File: config.mk
export PLATFORM = sky130hd
export DESIGN_NAME = psram_mr_cfg
export DESIGN_NICKNAME = d
export VERILOG_FILES = /design/src/rtl/mrc_pkg.sv /design/src/rtl/mrc_step_sequencer.sv /design/src/rtl/mrc_reg_capture.sv /design/src/rtl/mrc_identify.sv /design/src/rtl/psram_mr_cfg.sv
export SDC_FILE = /design/constraint.sdc
export NUM_CORES = 1
export LEC_CHECK = 0
export BUFFER_PORTS_ARGS = -buffer_cell sky130_fd_sc_hd__buf_2
export CORE_UTILIZATION = 40
export CTS_CLUSTER_SIZE = 8
export DETAILED_ROUTE_END_ITERATION = 7
export PLACE_DENSITY = 0.69
export SETUP_SLACK_MARGIN = 0.4
export SYNTH_ARGS = -nofsm -noshare
export SYNTH_HDL_FRONTEND = slang
export SYNTH_SLANG_ARGS = --single-unit
export TNS_END_PERCENT = 50
File: constraint.sdc
create_clock -name clk -period 1.6 [get_ports clk]
set_input_delay 0.16 -clock clk [delete_from_list [all_inputs] [get_ports clk]]
set_output_delay 0.16 -clock clk [all_outputs]
set_load 0.01 [all_outputs]
File: src/rtl/mrc_pkg.sv
package mrc_pkg;

  localparam int unsigned MRC_STEPS  = 6;
  localparam int unsigned MRC_STEP_W = 3;
  localparam int unsigned MRC_DATA_W = 16;

  // step indices; their order is the configuration sequence
  localparam logic [MRC_STEP_W-1:0] STEP_FETCH = 3'd0;
  localparam logic [MRC_STEP_W-1:0] STEP_PROG  = 3'd1;
  localparam logic [MRC_STEP_W-1:0] STEP_RB01  = 3'd2;
  localparam logic [MRC_STEP_W-1:0] STEP_RB23  = 3'd3;
  localparam logic [MRC_STEP_W-1:0] STEP_RB4   = 3'd4;
  localparam logic [MRC_STEP_W-1:0] STEP_RB8   = 3'd5;

  typedef enum logic [2:0] {
    ST_IDLE  = 3'd0,
    ST_ISSUE = 3'd1,
    ST_WAIT  = 3'd2,
    ST_EVAL  = 3'd3,
    ST_DONE  = 3'd4
  } mrc_state_t;

  typedef struct packed {
    logic       wr;
    logic       dummy;
    logic [3:0] addr;
    logic [4:0] bits;
  } mrc_step_t;

  function automatic mrc_step_t mrc_step_desc(input logic [MRC_STEP_W-1:0] idx);
    mrc_step_t d;
    d.wr    = 1'b0;
    d.dummy = 1'b1;
    d.addr  = 4'h0;
    d.bits  = 5'd16;
    case (idx)
      STEP_PROG: begin d.wr = 1'b1; d.dummy = 1'b0; end
      STEP_RB23: d.addr = 4'h2;
      STEP_RB4:  begin d.addr = 4'h4; d.bits = 5'd8; end
      STEP_RB8:  begin d.addr = 4'h8; d.bits = 5'd8; end
      default:   ;
    endcase
    return d;
  endfunction

  function automatic logic [7:0] mrc_patch_mr0(input logic [7:0] orig,
                                               input logic [1:0] drv,
                                               input logic [2:0] lat,
                                               input logic       fix);
    return {orig[7:6], fix, lat, drv};
  endfunction

  function automatic logic [31:0] mrc_density_bytes(input logic [2:0] code);
    logic [31:0] b;
    case (code)
      3'd0:    b = 32'h0020_0000;
      3'd1:    b = 32'h0040_0000;
      3'd3:    b = 32'h0080_0000;
      3'd5:    b = 32'h0100_0000;
      3'd7:    b = 32'h0200_0000;
      default: b = 32'h0;
    endcase
    return b;
  endfunction

  function automatic logic [4:0] mrc_rd_lat_cycles(input logic [2:0] code);
    return {1'b0, code, 1'b0} + 5'd6;
  endfunction

endpackage

File: src/rtl/mrc_step_sequencer.sv
module mrc_step_sequencer
  import mrc_pkg::*;
#(
  parameter int unsigned STEPS = MRC_STEPS
) (
  input  logic                  clk,
  input  logic                  rst_n,
  input  logic                  start,
  input  logic                  rsp_done,
  input  logic                  abort,
  output logic                  launch,
  output logic                  issue,
  output logic                  accept,
  output logic                  eval,
  output logic [MRC_STEP_W-1:0] step,
  output logic                  busy,
  output logic                  done
);

  localparam logic [MRC_STEP_W-1:0] LAST = MRC_STEP_W'(STEPS - 1);

  mrc_state_t st;
  logic       last_step;

  assign last_step = (step == LAST);
  assign launch    = start && ((st == ST_IDLE) || (st == ST_DONE));
  assign issue     = (st == ST_ISSUE);
  assign accept    = (st == ST_WAIT) && rsp_done;
  assign eval      = (st == ST_EVAL);
  assign busy      = (st == ST_ISSUE) || (st == ST_WAIT) || (st == ST_EVAL);
  assign done      = (st == ST_DONE);

  always_ff @(posedge clk or negedge rst_n) begin
    if (!rst_n) begin
      st   <= ST_IDLE;
      step <= '0;
    end else begin
      case (st)
        ST_IDLE, ST_DONE: begin
          if (launch) begin
            st   <= ST_ISSUE;
            step <= '0;
          end
        end
        ST_ISSUE: st <= ST_WAIT;
        ST_WAIT: begin
          if (rsp_done) begin
            if (abort || last_step) begin
              st <= ST_EVAL;
            end else begin
              st   <= ST_ISSUE;
              step <= step + 1'b1;
            end
          end
        end
        ST_EVAL: st <= ST_DONE;
        default: st <= ST_IDLE;
      endcase
    end
  end

endmodule

File: src/rtl/mrc_reg_capture.sv
module mrc_reg_capture
  import mrc_pkg::*;
#(
  parameter logic [1:0] DRV_CODE  = 2'd0,
  parameter logic [2:0] LAT_CODE  = 3'd2,
  parameter logic       FIXED_LAT = 1'b1
) (
  input  logic                  clk,
  input  logic                  rst_n,
  input  logic                  clear,
  input  logic                  accept,
  input  logic [MRC_STEP_W-1:0] step,
  input  logic [MRC_DATA_W-1:0] rdata,
  output logic [MRC_DATA_W-1:0] wdata,
  output logic [7:0]            mr0,
  output logic [7:0]            mr1,
  output logic [7:0]            mr2,
  output logic [7:0]            mr3,
  output logic [7:0]            mr4,
  output logic [7:0]            mr8
);

  localparam int unsigned NSLOT = 6;

  // slot i is loaded by this step
  function automatic logic [MRC_STEP_W-1:0] slot_step(input int i);
    case (i)
      0, 1:    return STEP_RB01;
      2, 3:    return STEP_RB23;
      4:       return STEP_RB4;
      default: return STEP_RB8;
    endcase
  endfunction

  // slot i takes the upper byte lane
  function automatic logic slot_hi(input int i);
    return (i == 1) || (i == 3);
  endfunction

  logic [NSLOT*8-1:0] slot_bus;
  logic [7:0]         fetch_lo;
  logic [7:0]         fetch_hi;

  for (genvar g = 0; g < NSLOT; g++) begin : g_slot
    logic [7:0] q;
    always_ff @(posedge clk or negedge rst_n) begin
      if (!rst_n) begin
        q <= '0;
      end else if (clear) begin
        q <= '0;
      end else if (accept && (step == slot_step(g))) begin
        q <= slot_hi(g) ? rdata[15:8] : rdata[7:0];
      end
    end
    assign slot_bus[g*8 +: 8] = q;
  end

  // register 0/1 as first fetched, kept for the write-back
  always_ff @(posedge clk or negedge rst_n) begin
    if (!rst_n) begin
      fetch_lo <= '0;
      fetch_hi <= '0;
    end else if (clear) begin
      fetch_lo <= '0;
      fetch_hi <= '0;
    end else if (accept && (step == STEP_FETCH)) begin
      fetch_lo <= rdata[7:0];
      fetch_hi <= rdata[15:8];
    end
  end

  assign wdata = {fetch_hi, mrc_patch_mr0(fetch_lo, DRV_CODE, LAT_CODE, FIXED_LAT)};

  assign mr0 = slot_bus[7:0];
  assign mr1 = slot_bus[15:8];
  assign mr2 = slot_bus[23:16];
  assign mr3 = slot_bus[31:24];
  assign mr4 = slot_bus[39:32];
  assign mr8 = slot_bus[47:40];

endmodule

File: src/rtl/mrc_identify.sv
module mrc_identify
  import mrc_pkg::*;
#(
  parameter int unsigned SIZE_W    = 32,
  parameter logic [4:0]  VENDOR_ID = 5'h0D
) (
  input  logic                  clk,
  input  logic                  rst_n,
  input  logic                  clear,
  input  logic                  accept,
  input  logic [MRC_STEP_W-1:0] step,
  input  logic [MRC_DATA_W-1:0] rdata,
  input  logic                  eval,
  input  logic [7:0]            mr1,
  input  logic [7:0]            mr2,
  output logic                  abort,
  output logic                  present,
  output logic [SIZE_W-1:0]     size_bytes
);

  logic vendor_ok;

  assign abort     = accept && (step == STEP_RB01) && (rdata[12:8] != VENDOR_ID);
  assign vendor_ok = (mr1[4:0] == VENDOR_ID);

  always_ff @(posedge clk or negedge rst_n) begin
    if (!rst_n) begin
      present    <= 1'b0;
      size_bytes <= '0;
    end else if (clear) begin
      present    <= 1'b0;
      size_bytes <= '0;
    end else if (eval) begin
      present    <= vendor_ok;
      size_bytes <= vendor_ok ? SIZE_W'(mrc_density_bytes(mr2[2:0])) : '0;
    end
  end

endmodule

File: src/rtl/psram_mr_cfg.sv
module psram_mr_cfg
  import mrc_pkg::*;
#(
  parameter int unsigned ADDR_W    = 32,
  parameter int unsigned SIZE_W    = 32,
  parameter logic [4:0]  VENDOR_ID = 5'h0D,
  parameter logic [1:0]  DRV_CODE  = 2'd0,
  parameter logic [2:0]  LAT_CODE  = 3'd2,
  parameter logic        FIXED_LAT = 1'b1
) (
  input  logic              clk,
  input  logic              rst_n,
  input  logic              start,
  output logic              req_valid,
  output logic              req_write,
  output logic [ADDR_W-1:0] req_addr,
  output logic [4:0]        req_bits,
  output logic              req_dummy,
  output logic [15:0]       req_wdata,
  input  logic              rsp_done,
  input  logic [15:0]       rsp_rdata,
  output logic              busy,
  output logic              done,
  output logic              present,
  output logic [SIZE_W-1:0] size_bytes,
  output logic [7:0]        mr0,
  output logic [7:0]        mr1,
  output logic [7:0]        mr2,
  output logic [7:0]        mr3,
  output logic [7:0]        mr4,
  output logic [7:0]        mr8,
  output logic [4:0]        rd_lat_cycles,
  output logic [2:0]        wr_lat_code,
  output logic [1:0]        burst_len,
  output logic              burst_type
);

  logic                  launch;
  logic                  accept;
  logic                  eval;
  logic                  abort;
  logic [MRC_STEP_W-1:0] step;
  mrc_step_t             desc;

  mrc_step_sequencer #(.STEPS(MRC_STEPS)) u_seq (
    .clk      (clk),
    .rst_n    (rst_n),
    .start    (start),
    .rsp_done (rsp_done),
    .abort    (abort),
    .launch   (launch),
    .issue    (req_valid),
    .accept   (accept),
    .eval     (eval),
    .step     (step),
    .busy     (busy),
    .done     (done)
  );

  mrc_reg_capture #(
    .DRV_CODE  (DRV_CODE),
    .LAT_CODE  (LAT_CODE),
    .FIXED_LAT (FIXED_LAT)
  ) u_cap (
    .clk    (clk),
    .rst_n  (rst_n),
    .clear  (launch),
    .accept (accept),
    .step   (step),
    .rdata  (rsp_rdata),
    .wdata  (req_wdata),
    .mr0    (mr0),
    .mr1    (mr1),
    .mr2    (mr2),
    .mr3    (mr3),
    .mr4    (mr4),
    .mr8    (mr8)
  );

  mrc_identify #(
    .SIZE_W    (SIZE_W),
    .VENDOR_ID (VENDOR_ID)
  ) u_id (
    .clk        (clk),
    .rst_n      (rst_n),
    .clear      (launch),
    .accept     (accept),
    .step       (step),
    .rdata      (rsp_rdata),
    .eval       (eval),
    .mr1        (mr1),
    .mr2        (mr2),
    .abort      (abort),
    .present    (present),
    .size_bytes (size_bytes)
  );

  assign desc      = mrc_step_desc(step);
  assign req_write = desc.wr;
  assign req_addr  = ADDR_W'(desc.addr);
  assign req_bits  = desc.bits;
  assign req_dummy = desc.dummy;

  assign rd_lat_cycles = mrc_rd_lat_cycles(mr0[4:2]);
  assign wr_lat_code   = mr4[7:5];
  assign burst_len     = mr8[1:0];
  assign burst_type    = mr8[2];

endmodule

# == After elaboration in Yosys (flattened, before gate mapping) ==
# Cells that the tools add are included.
# totals
register_bits,103
# classes
n_addsub,2
eq_ne,18
muxes,33
reduce_logical,26
# ops
cell,count
case mux 26 bit (5 select lines),1
two-way mux 8 bit,16
two-way mux 32 bit,2
two-way mux 26 bit,1
equality test 3 x 2 -> 1 bit (second input constant),5
equality test 3 bit (second input constant),5
two-way mux 3 bit,5
nonzero test 2 bit,7
case mux 3 bit (4 select lines),1
case mux 4 bit (3 select lines),1
equality test 3 x 1 -> 1 bit (second input constant),3
logical NOT 3 bit,3
logical AND 1 bit,8
inequality test 2 bit (second input constant),3
case mux 3 bit (2 select lines),1
adder 4 x 3 -> 5 bit (second input constant),1
equality test 5 x 4 -> 1 bit (second input constant),1
two-way mux 5 bit,1
inequality test 5 x 4 -> 1 bit (second input constant),1
logical OR 1 bit,4
two-way mux 2 bit,2
AND reduction 4 bit,1
OR reduction 2 bit,2
adder 3 x 1 -> 3 bit (second input constant),1
other kinds (2),3

# == Logic depth before layout (Yosys ltp) ==
# Gate-level depths: netlist (run 1).
# depth
depth_word,8
depth_mapped,8

# == Modules after synthesis ==
# A second synthesis (run 1) with hierarchy kept.
# unflattened
hier_cells,362
area_unflattened_um2,3965.1
# modules_own_cells
module,instances,cells_each,area_per_inst_um2,seq_area_each_um2
mrc_reg_capture,1,219,2680.1,1451.4
mrc_identify,1,57,531.8,150.1
psram_mr_cfg,1,53,392.9,0.0
mrc_step_sequencer,1,33,360.3,150.1

# == Worst setup path after synthesis (run 1) ==
# OpenSTA, ideal clock, no wires.
# synth_timing
kind,register to register
startpoint,register u_seq.step[1]
endpoint,"register u_cap.g_slot[5].q[0], in the netlist u_cap.mr8[0]"
setup_time_ns,0.132
arrival_ns,1.302
required_time_ns,1.468
path_slack_ns,0.166
stages_incl_launch_ff,7
path_buffers,0
period_less_slack_ns,1.434
cell_sequence,dfrtp_1 inv_1 ha_1 nand2_1 nor2_8 mux2i_1 nor2_1
# synth_between
elab_chain_len,3
# synth_rtl
element,line_no,rtl
from (decl),mrc_step_sequencer.sv:15,"output logic [MRC_STEP_W-1:0] step,"
from (signal assigned),mrc_step_sequencer.sv:52,step <= step + 1'b1;
equality test 3 bit,mrc_reg_capture.sv:51,end else if (accept && (step == slot_step(g))) begin
logical AND 1 bit,mrc_reg_capture.sv:51,
nonzero test 2 bit (no line),n/a,
to (signal assigned),mrc_reg_capture.sv:52,q <= slot_hi(g) ? rdata[15:8] : rdata[7:0];
to (decl),mrc_reg_capture.sv:45,logic [7:0] q;
# Every way passes these cells.
# A chain may end at the register's enable or synchronous reset.

# == Worst setup path after layout (run 1) ==
# layout_timing
startpoint,register u_seq.st[0]
endpoint,register u_seq.step[1]
# layout_between
elab_chain_len,7
elab_cells_between_ends,16
classes_between,5 x eq/ne; 1 x mux; 10 x reduce/logical
# layout_rtl
element,line_no,rtl
from (decl),mrc_step_sequencer.sv:22,mrc_state_t st;
from (signal assigned),mrc_step_sequencer.sv:35,st <= ST_IDLE;
from (signal assigned),mrc_step_sequencer.sv:41,st <= ST_ISSUE;
from (signal assigned),mrc_step_sequencer.sv:45,ST_ISSUE: st <= ST_WAIT;
equality test 3 x 2 -> 1 bit,"mrc_step_sequencer.sv:28, mrc_step_sequencer.sv:38",
logical AND 1 bit,mrc_step_sequencer.sv:28,assign accept = (st == ST_WAIT) && rsp_done;
logical AND 1 bit (2 in a row),mrc_identify.sv:23,assign abort = accept && (step == STEP_RB01) && (rdata[12:8] != VENDOR_ID);
logical OR 1 bit,mrc_step_sequencer.sv:48,if (abort || last_step) begin
inequality test 2 bit (no line),n/a,
AND reduction 4 bit (no line),n/a,
# Several ways; a longest one is shown, not always the timed one.

==> metrics.md, run 1 <==
| Metric | Value |
|---|---|
| Maxcap violations | `0` |
| Via count | `2956` |
| Asr flop ratio synth | `1.00` |
| Period utilisation layout | `0.983` |
| Layout cells sized above 1 | `0.488` |
| Final hold viol count | `0` |
| Die ar. | `9990 sq um` |
| CTS tree | `done` |
| Critical Path Fanout Max | `7` |
| Primary FF master, synth | `dfrtp_1` |
| IO Count | `170` |
| First-pass detailed-route iteration total | `4` |
| Data arrival, critical path | `approximately 1.8 ns` |
| Delay-heaviest family, CP | `simple AND/OR/NAND/NOR gates` |
| Setup repair after global routing missed its margin | `true` |
| Antenna cells | `0` |
| Largest net degree at the start of global routing | `45` |
| Layout fillers | `835` |
| Synth Register Bits | `70` |
| Wire per inst | `14.9 um` |
| Die boundary width | `99.9 um` |
| Nets | `539` |
| Total Wirelength | `9620 um` |
| Routed Antenna Nets | `0` |
| Setup TNS | `0 ns` |
| HPWL Detailed | `6520 um` |
| Worst-Skew Late Latency | `0.35 ns` |
| Total CTS buffers | `9` |
| Clk sinks | `70` |
| Mapped Area | `3840 sq um` |
| Slowest stage delay, CP | `0.47 ns` |
| Site Rows | `35` |
| Startpoint class of the critical path | `flop` |
| Total GRT Usage | `0.192` |
| DP Worst Slack | `0.0521 ns` |
| Post-synth cell types | `40` |
| Clk buf depth | `2` |
| Placed inst area | `around 4200 sq um` |
| Final WS setup | `0.0274 ns` |
| H-tree depth | `3` |
| Cells after Synth | `382` |
| Post-synth EDFFs | `0` |
| Total power | `5890 uW` |
| Setup violators final | `0` |
| Worst path buffer plus inverter count | `0` |
| Leak Pwr | `0.00279 uW` |
| Root buffer cell | `clkbuf_8` |
| Initial antenna violation count | `0` |
| Critical Path Sink Type | `flop` |
| CTS clk-pin slew, worst paths | `0.08 ns` |
| Synth warn | `0` |
| Max Freq | `636 MHz` |
| Crit Path Category | `reg2reg` |
| Worst VDD drop | `a little under 600 uV` |
| Status | `finished, final reports clean` |
| Core box area | `9280 sq um` |
| Initial Util | `0.413` |
| Fin area | `5180 sq um` |
| Via/cell ratio | `4.57` |
| Final slew viol count | `0` |
| Hold slack | `~0.074 ns` |
| IO buf count | `103` |
| Initial DRC Count | `113` |
| Crit-path slowest cell | `dfrtp_2` |
| Power per cell area | `approximately 1100 nW/um^2` |
| Critical Path RT | `1.86 ns` |
| Clock skew | `0.00620 ns` |
| Hold Crit Class | `in2reg` |
| Vias in the first global route | `2811` |
| DRC Markers | `0` |
| Routability cong. | `0.843` |
| Grt ovf | `0` |
| Mean Syn Cell Area | `10.0 sq um` |
| Area Overhead vs Synth | `35.1%` |
| Post-layout minimum cycle time | `1.57 ns` |
| First-pass GRT wire length | `14600 um` |
| CP Cell Sequence | `and4bb_4 -> o211ai_1 -> and3_4 -> o32ai_2` |
| Chip Height | `99.9 um` |
| Sequential fraction of the synthesis area | `0.457` |
==> report_power, final <==
group	total [uW]	switching (uW)	internal, uW
combinational	2180	1150	1040
clock	1590	709	882
sequential	2110	159	1950
==> worst register-to-register path, delay by kind of cell (launching register included) <==
kind / cells / cell delay, ns
AND/OR/NAND/NOR: 2 / 0.62
AO/OA/AOI/OAI: 2 / 0.40
flip-flops: 1 / 0.47
==> cell families (layout without fill, tap and decap cells) <==
group	after synthesis	in the layout	share of synthesized area
mux	26	26	0.0678
other cells	2	66	0.00196
buf+inv	103	175	0.197
fa+ha+maj	6	6	0.0196
flops	70	70	0.457
compound gates	46	46	0.0926
xor+xnor	1	1	0.00228
simple gates	128	128	0.162
==> registers in the layout, indices dropped and copies added, names as in the netlist, 5 cells and up <==
| signal | count |
|---|---|
| u_cap.mr2 | 8 |
| u_id.size_bytes | 5 |
| u_cap.mr8 | 8 |
| u_cap.mr4 | 8 |
| u_cap.mr0 | 8 |
| u_cap.fetch_hi | 8 |
| u_cap.mr3 | 8 |
| u_cap.mr1 | 8 |
==> metal layers <==
metal  vias up  global-route usage  part of all wire
li1       1363                   -                 -
met4         0              0.0882             0.020
met3        15              0.0397             0.057
met1      1448               0.258              0.43
met2       130               0.299              0.49
met5         -                   0                 0
==> stage by stage <==
step	instances	util
2_1_floorplan	446	-
3_3_place_gp	604	0.457
3_5_place_dp	604	0.457
4_1_cts	640	0.518
5_1_grt	647	0.558
6_report	647	0.558
==> cells in the mapped netlist, types with 4 or more instances <==
cell / number / area share
a21oi_1: 13 / 0.017
a21oi_2: 20 / 0.046
a32o_1: 4 / 0.010
buf_2: 5 / 0.0065
buf_4: 74 / 0.14
dfrtp_1: 70 / 0.46
ha_1: 6 / 0.020
inv_1: 15 / 0.015
mux2i_1: 26 / 0.068
nand2_1: 73 / 0.071
nand3_1: 4 / 0.0052
nor2_1: 33 / 0.032
==> layout make-up <==
cell class	count	area, sq um	share of cell area
timing repair buffer	144	1060	0.205
clock buffer	9	124	0.0239
tap	129	161	0.0311
clock inverter	7	97.6	0.0188
inverter	15	58.8	0.0113
sequential	70	1760	0.339
multi-input combinational	273	1920	0.371
==> layout by cell type (no fill, tap or decap), types with 2 or more instances in the layout <==
cell type	count
nor3b_1	2
nand2b_1	2
mux2i_1	26
a32o_1	4
dfrtp_1	65
buf_4	9
a21oi_2	23
nor2_8	2
clkinvlp_4	2
and2_4	3
nand2_2	11
dfrtp_2	5
nor2_4	3
a21o_1	2
nor2_1	30
bufinv_16	2
inv_1	7
ha_4	6
inv_2	7
buf_2	94
a21oi_1	10
nand3_2	2
conb_1	66
buf_12	6
nand2_1	43
nand2_4	18
clkbuf_8	9
buf_6	32
==> repair_timing <==
action | in CTS | in global routing
gates cloned | 1 | 0
endpoints found under the hold margin | 26 | 0
resized for setup | 44 | 70
buffers inserted | 18 | 7
pin swaps | 10 | 41
setup endpoints to repair | 81 | 84
hold buffers | 1 | 0
==> path summary, 6_finish.rpt <==
check                      cells past startpoint                end          start  slack (ns)
min reg2reg                                    2       u_id.present   u_id.present        0.48
max reg2reg                                    4      u_seq.step[1]    u_seq.st[0]        0.03
min in group asynchronous                      2  u_cap.fetch_hi[1]          rst_n        0.27
max in group asynchronous                      3        u_seq.st[0]          rst_n        0.75
min                                            3       u_cap.mr1[6]  rsp_rdata[14]        0.07
max                                            4      u_seq.step[1]    u_seq.st[0]        0.03
No activity file was read; power rests on OpenSTA's default activity.
==> run 2, diff against run 1 <==
--- a/config.mk
+++ b/config.mk
@@ -6,10 +6,11 @@
 export NUM_CORES = 1
 export LEC_CHECK = 0
 export BUFFER_PORTS_ARGS = -buffer_cell sky130_fd_sc_hd__buf_2
+export CORE_MARGIN = 10
 export CORE_UTILIZATION = 40
 export CTS_CLUSTER_SIZE = 8
 export DETAILED_ROUTE_END_ITERATION = 7
-export PLACE_DENSITY = 0.69
+export PLACE_DENSITY = 0.67
 export SETUP_SLACK_MARGIN = 0.4
 export SYNTH_ARGS = -nofsm -noshare
 export SYNTH_HDL_FRONTEND = slang
==> run 2 against run 1 <==
Net effect: clock skew rose by 0.0030 ns; global-route usage fell by 4.5 points; sequential share of layout area increased by 1.7 points; critical endpoint is now req_write; cell count down 0.46%; critical path depth is 1 higher; final area down 5.0%; worst hold slack got worse by 0.0092 ns; first-iteration DRC count is 7.1% higher.
==> metrics.md, run 2 (synthesis gave the netlist of run 1 again) <==
| Metric | Value |
|---|---|
| Core box area | `9280 sq um (unchanged)` |
| Initial DRC Count | `121 (+7.1%)` |
| Initial Util | `0.413 (unchanged)` |
| Worst-Skew Late Latency | `0.36 ns (about the same)` |
| Status | `finished, final reports clean` |
| Final hold viol count | `0 (unchanged)` |
| DRC Markers | `0 (unchanged)` |
| Wire per inst | `16.7 um (+13%)` |
| Initial antenna violation count | `0 (unchanged)` |
| Final Util | `0.531 (-0.0278)` |
| Hold slack | `0.0646 ns (-0.00918 ns)` |
| Antenna cells | `0 (unchanged)` |
| Die boundary width | `118 um (+18%)` |
| Final slew viol count | `0 (unchanged)` |
| Clk buf depth | `2 (unchanged)` |
| Die ar. | `13900 sq um (+39%)` |
| Via/cell ratio | `4.47 (-2.2%)` |
| Fin area | `4930 sq um (-5.0%)` |
| Period utilisation layout | `0.975 (-0.00811)` |
| Layout cells sized above 1 | `0.470 (-0.0185)` |
| H-tree depth | `3 (unchanged)` |
| Maxcap violations | `0 (unchanged)` |
| Placed inst area | `4240 sq um (unchanged)` |
| Commonest non-fill, non-tap cell in the layout | `buf_2` |
| Worst VDD drop | `544 uV (-6.0%)` |
| Total Wirelength | `10800 um (+12%)` |
| First-pass detailed-route iteration total | `4 (unchanged)` |
| Total CTS buffers | `9 (unchanged)` |
| Max Freq | `641 MHz (+0.83%)` |
| Hold Crit Class | `in2reg` |
| Startpoint class of the critical path | `flop` |
| Power per cell area | `1130 nW/um^2 (-0.56%)` |
| Critical Path Sink Type | `primary output` |
| Site Rows | `35 (unchanged)` |
| Setup TNS | `0 ns (unchanged)` |
| Grt ovf | `0 (unchanged)` |
| Most frequent cells in the layout | `buf_2 (99), conb_1 (66), dfrtp_1 (66)` |
| Critical Path RT | `1.44 ns (-0.42 ns)` |
| First-pass GRT wire length | `16700 um (+15%)` |
| Total GRT Usage | `0.147 (-0.0448)` |
| Nets | `536 (-0.56%)` |
| IO Count | `170 (unchanged)` |
| CTS tree | `done` |
| Data arrival, critical path | `1.40 ns (-0.43 ns)` |
| Critical Path Fanout Max | `3 (-4)` |
| Via count | `2879 (-2.6%)` |
| Crit Path Category | `reg2out` |
| Routed Antenna Nets | `0 (unchanged)` |
| Post-layout minimum cycle time | `1.56 ns (-0.0130 ns)` |
| Setup violators final | `0 (unchanged)` |
| Setup repair after global routing missed its margin | `true` |
| CTS clk-pin slew, worst paths | `0.08 ns (about the same)` |
| Routability cong. | `0.819 (-2.9%)` |
| IO buf count | `103 (unchanged)` |
| HPWL Detailed | `7870 um (+21%)` |
| Largest net degree at the start of global routing | `39 (-13%)` |
| Area Overhead vs Synth | `28.4%` |
| Clk sinks | `70 (unchanged)` |
| Leak Pwr | `0.00262 uW (-6.3%)` |
| Clock skew | `0.00924 ns (+0.00304 ns)` |
| Root buffer cell | `clkbuf_8` |
| Vias in the first global route | `3102 (+10%)` |
| Chip Height | `118 um (+18%)` |
==> run 2: cell type report <==
| class | count | area, sq um |
|---|---|---|
| Fill cell | 860 | 4360 |
| Multi-Input combinational cell | 274 | 1830 |
| Sequential cell | 70 | 1760 |
| Timing Repair Buffer | 140 | 916 |
| Tap cell | 129 | 161 |
| Clock buffer | 9 | 124 |
| Clock inverter | 7 | 80.1 |
| Inverter | 15 | 56.3 |
==> run 2: worst paths after layout <==
check / cells past startpoint / end / from / slack (ns)
hold / removal: 3 / u_cap.mr1[6] / rsp_rdata[14] / 0.06
setup reg to reg: 7 / u_seq.step[2] / u_seq.step[0] / 0.07
max in group asynchronous: 3 / u_cap.fetch_hi[6] / rst_n / 0.77
setup / recovery: 5 / req_write / u_seq.step[0] / 0.04
min in group asynchronous: 2 / u_cap.fetch_hi[2] / rst_n / 0.28
hold reg to reg: 2 / u_id.present / u_id.present / 0.48
==> run 2: metal layers <==
metal / GRT usage / vias up / part of all wire
met2: 0.244 / 124 / 0.49
met1: 0.166 / 1389 / 0.40
li1: - / 1357 / -
met3: 0.0667 / 9 / 0.093
met5: 0 / - / 0
met4: 0.0433 / 0 / 0.013
==> run 2: stage by stage <==
stage	setup WS, ns	power [uW]	cells
4_1_cts	0.0612	5440	636
3_3_place_gp	0.0862	3580	604
5_1_grt	-0.00640	5860	644
6_report	0.0404	5560	644
2_1_floorplan	0.203	3220	446
3_5_place_dp	0.0372	3620	604
==> run 2: critical path: stages, from the launching register on <==
cell     delay (ns)
dfrtp_1        0.44
buf_6          0.14
ha_4           0.18
nand2_1        0.10
inv_1          0.05
buf_2          0.13
==> run 2: repair_timing <==
action | in CTS | in global routing
endpoints found under the setup margin | 81 | 83
gates resized for setup | 45 | 24
setup buffers | 15 | 7
hold buffers | 1 | 0
endpoints found under the hold margin | 32 | 0
gates cloned | 0 | 1
pin swaps | 15 | 15
==> run 2: where the power goes <==
group / total [uW] / internal (uW) / switching (uW)
sequential: 2110 / 1950 / 163
combinational: 1990 / 893 / 1090
clock: 1460 / 735 / 730
total: 5560 / 3580 / 1990
==> run 3, diff against run 2 <==
--- a/config.mk
+++ b/config.mk
@@ -14,5 +14,6 @@
 export SETUP_SLACK_MARGIN = 0.4
 export SYNTH_ARGS = -nofsm -noshare
 export SYNTH_HDL_FRONTEND = slang
+export SYNTH_HIERARCHICAL = 1
 export SYNTH_SLANG_ARGS = --single-unit
 export TNS_END_PERCENT = 50
==> constraint.sdc (replaced) <==
create_clock -name clk -period 1.5 [get_ports clk]
set_input_delay 0.15 -clock clk [delete_from_list [all_inputs] [get_ports clk]]
set_output_delay 0.15 -clock clk [all_outputs]
set_load 0.01 [all_outputs]
==> run 3 against run 2 <==
Net effect: the flow now finishes with violations (negative setup slack); final area up 9.4%; combinational power up 53%; setup slack worse by 0.17 ns; clock power up 6%.
==> metrics.md, run 3 <==
| Metric | Value |
|---|---|
| Status | `finished, violations left` |
| Failing checks | `negative setup slack` |
| Commonest non-fill, non-tap cell in the layout | `buf_2` |
| Core box area | `9730 sq um (+4.8%)` |
| Nets | `526 (-1.9%)` |
| Total CTS buffers | `9 (unchanged)` |
| Initial Util | `0.408 (-0.00567)` |
| Primary FF master, synth | `dfrtp_1` |
| Layout fillers | `889 (+3.4%)` |
| Die ar. | `14300 sq um (+2.8%)` |
| Cells after Synth | `362 (-5.2%)` |
| IO buf count | `103 (unchanged)` |
| Most common cell in the netlist | `nand2b_1` |
| IO Count | `170 (unchanged)` |
| Final hold viol count | `0 (unchanged)` |
| Crit-path slowest cell | `dfrtp_1` |
| Initial DRC Count | `88 (-27%)` |
| Synth area leader | `dfrtp_1` |
| Total GRT Usage | `0.141 (-0.00681)` |
| Routed metal-1 wirelength | `4460 um (+3.5%)` |
| Post-synth cell types | `42 (+5.0%)` |
| Most frequent cells in the layout | `buf_2 (98), dfrtp_1 (69), conb_1 (66)` |
| Hold Crit Class | `in2reg` |
| Layout cells sized above 1 | `0.433 (-0.0368)` |
| Largest net degree at the start of global routing | `71 (+82%)` |
| CP Cell Sequence | `and4bb_2 -> nor4bb_4 -> o21a_2 -> a21oi_4 -> o22ai_2 -> a22o_1` |
| First-pass GRT wire length | `16300 um (-2.5%)` |
| Vias in the first global route | `3040 (-2.0%)` |
| Data arrival, critical path | `1.92 ns (+0.52 ns)` |
| Clk buf depth | `2 (unchanged)` |
| Max Freq | `slightly above 600 MHz` |
| Via/cell ratio | `4.55 (+1.8%)` |
| Critical Path Sink Type | `flop` |
| Slowest stage delay, CP | `0.38 ns (-0.06 ns)` |
| Area contributors post-synth | `dfrtp_1 (44%), mux2i_1 (15%), buf_4 (14%)` |
| Total Wirelength | `11000 um (+2.4%)` |
| Top cell type's share of synthesized area | `0.442 (-0.0148)` |
| Metal3 WL | `956 um (-4.1%)` |
| Final WS setup | `-0.127 ns (-0.167 ns)` |
| Startpoint class of the critical path | `flop` |
| Mean Syn Cell Area | `11.0 sq um (+9.1%)` |
| DP Worst Slack | `-0.149 ns (-0.186 ns)` |
| Maxcap violations | `0 (unchanged)` |
| Crit Path Category | `reg2reg` |
| Setup violators final | `31 (+31)` |
| Grt ovf | `0 (unchanged)` |
| CTS tree | `done` |
| Post-layout minimum cycle time | `1.63 ns` |
| Uppermost layer routed | `met4` |
| Critical Path Fanout Max | `4 (+1)` |
| Final slew viol count | `0 (unchanged)` |
| Synth Register Bits | `70 (unchanged)` |
| Worst-Skew Late Latency | `0.35 ns (about the same)` |
| Leak Pwr | `0.00302 uW (+15%)` |
| Post-synth EDFFs | `0 (unchanged)` |
| Wire per inst | `17.2 um (+2.9%)` |
| Site Rows | `36 (+2.9%)` |
| Die boundary width | `120 um (+1.4%)` |
| Worst VDD drop | `703 uV (+29%)` |
| Chip Height | `120 um (+1.4%)` |
| DRC Markers | `0 (unchanged)` |
| Routability cong. | `0.748 (-8.7%)` |
| Antenna cells | `0 (unchanged)` |
| Area Overhead vs Synth | `35.9%` |
| Sequential fraction of the synthesis area | `0.442 (-0.0148)` |
| H-tree depth | `3 (unchanged)` |
| Setup repair after global routing missed its margin | `true` |
| HPWL Detailed | `7540 um (-4.2%)` |
| Mapped Area | `3970 sq um (+3.4%)` |
| Asr flop ratio synth | `1.00 (unchanged)` |
| Initial antenna violation count | `0 (unchanged)` |
| First-pass detailed-route iteration total | `4 (unchanged)` |
| Clk sinks | `70 (unchanged)` |
| Clock skew | `0.0116 ns (+0.00231 ns)` |
| Most instantiated cells after synthesis | `nand2b_1 (76), buf_4 (73), dfrtp_1 (70)` |
| Critical Path RT | `1.79 ns (+0.35 ns)` |
| Power per cell area | `1270 nW/um^2 (+13%)` |
| Routed Antenna Nets | `0 (unchanged)` |
| Setup TNS | `-1.77 ns (-1.77 ns)` |
| Via count | `2918 (+1.4%)` |
| Root buffer cell | `clkbuf_8` |
| Period utilisation layout | `1.08` |
| Met2 routed WL | `5490 um (+3.2%)` |
| CTS clk-pin slew, worst paths | `0.08 ns (about the same)` |
| Synth warn | `6 (+6)` |
## run 3: cell types whose count changed in the layout (fill, tap and decap cells not counted), sizes merged, moves of 4 or more
cell,change
nand2,-71
nor2,-33
or3b,+4
nand3,-4
mux2i,+32
nand2b,+74
a32o,-4
inv,-7
clkbuf,+6
buf,+10
a21oi,-31
## run 3: cells by family after synthesis
family          count (synthesis)  synth area share
compound gates                 17            0.0360
xor+xnor                        1           0.00221
fa+ha+maj                       3           0.00947
buf+inv                        97             0.164
flops                          70             0.442
mux                            58             0.146
other cells                     4           0.00379
simple gates                  112             0.196
## run 3: cell type report
type / count / area, sq um / area share
clock buffers: 11 / 141 / 0.0262
clock inverters: 5 / 58.8 / 0.0109
inverters: 10 / 37.5 / 0.00697
multi-input cells: 257 / 2050 / 0.380
flip-flops and latches: 70 / 1750 / 0.325
well taps: 133 / 166 / 0.0309
repair buffers: 155 / 1180 / 0.220
## run 3: routing by layer
layer  up-vias  global-route usage
met4         0              0.0475
met2       117               0.221
met5         -                   0
li1       1372                   -
met1      1421               0.170
met3         8              0.0591
## run 3: timing repair
action | in CTS | in global routing
gates resized for setup | 31 | 53
pin swaps | 9 | 19
hold buffers | 1 | 0
cloned | 1 | 6
hold endpoints to repair | 70 | 0
setup buffers | 6 | 8
endpoints found under the setup margin | 85 | 93
## run 3: per-stage QoR
| stage | utilization | std cells | hold WS, ns | total power, uW | area, sq um |
|---|---|---|---|---|---|
| 2_1_floorplan | - | 424 | -0.146 | 3630 | 4210 |
| 3_3_place_gp | 0.466 | 603 | 0.205 | 4370 | 4540 |
| 3_5_place_dp | 0.466 | 603 | 0.213 | 4400 | 4540 |
| 4_1_cts | 0.508 | 627 | 0.0674 | 6270 | 4940 |
| 5_1_grt | 0.554 | 641 | 0.0783 | 7270 | 5390 |
| 6_report | 0.554 | 641 | 0.0835 | 6860 | 5390 |
## run 3: worst paths after layout
| kind | from | slack [ns] | to | depth (start not counted) |
|---|---|---|---|---|
| hold / removal | start | 0.08 | u_seq/st[2] | 3 |
| setup reg to reg | u_seq/st[2] | -0.13 | u_seq/step[0] | 6 |
| max in group asynchronous | rst_n | 0.82 | u_seq/step[1] | 3 |
| hold reg to reg | u_id/size_bytes[25] | 0.52 | u_id/size_bytes[25] | 2 |
| min in group asynchronous | rst_n | 0.36 | u_cap/mr0[3] | 3 |
| setup / recovery | u_seq/st[2] | -0.13 | u_seq/step[0] | 6 |
## run 3: power by group
group | switching (uW) | internal, uW
clock network | 734 | 814
registers | 153 | 2110
logic | 1350 | 1690
total | 2240 | 4610
## run 3: worst max-delay path, delay by kind of cell, from the launching register on
| family | cells | cell delay (ns) |
|---|---|---|
| compound gates | 4 | 0.62 |
| flops | 1 | 0.38 |
| simple gates | 2 | 0.56 |
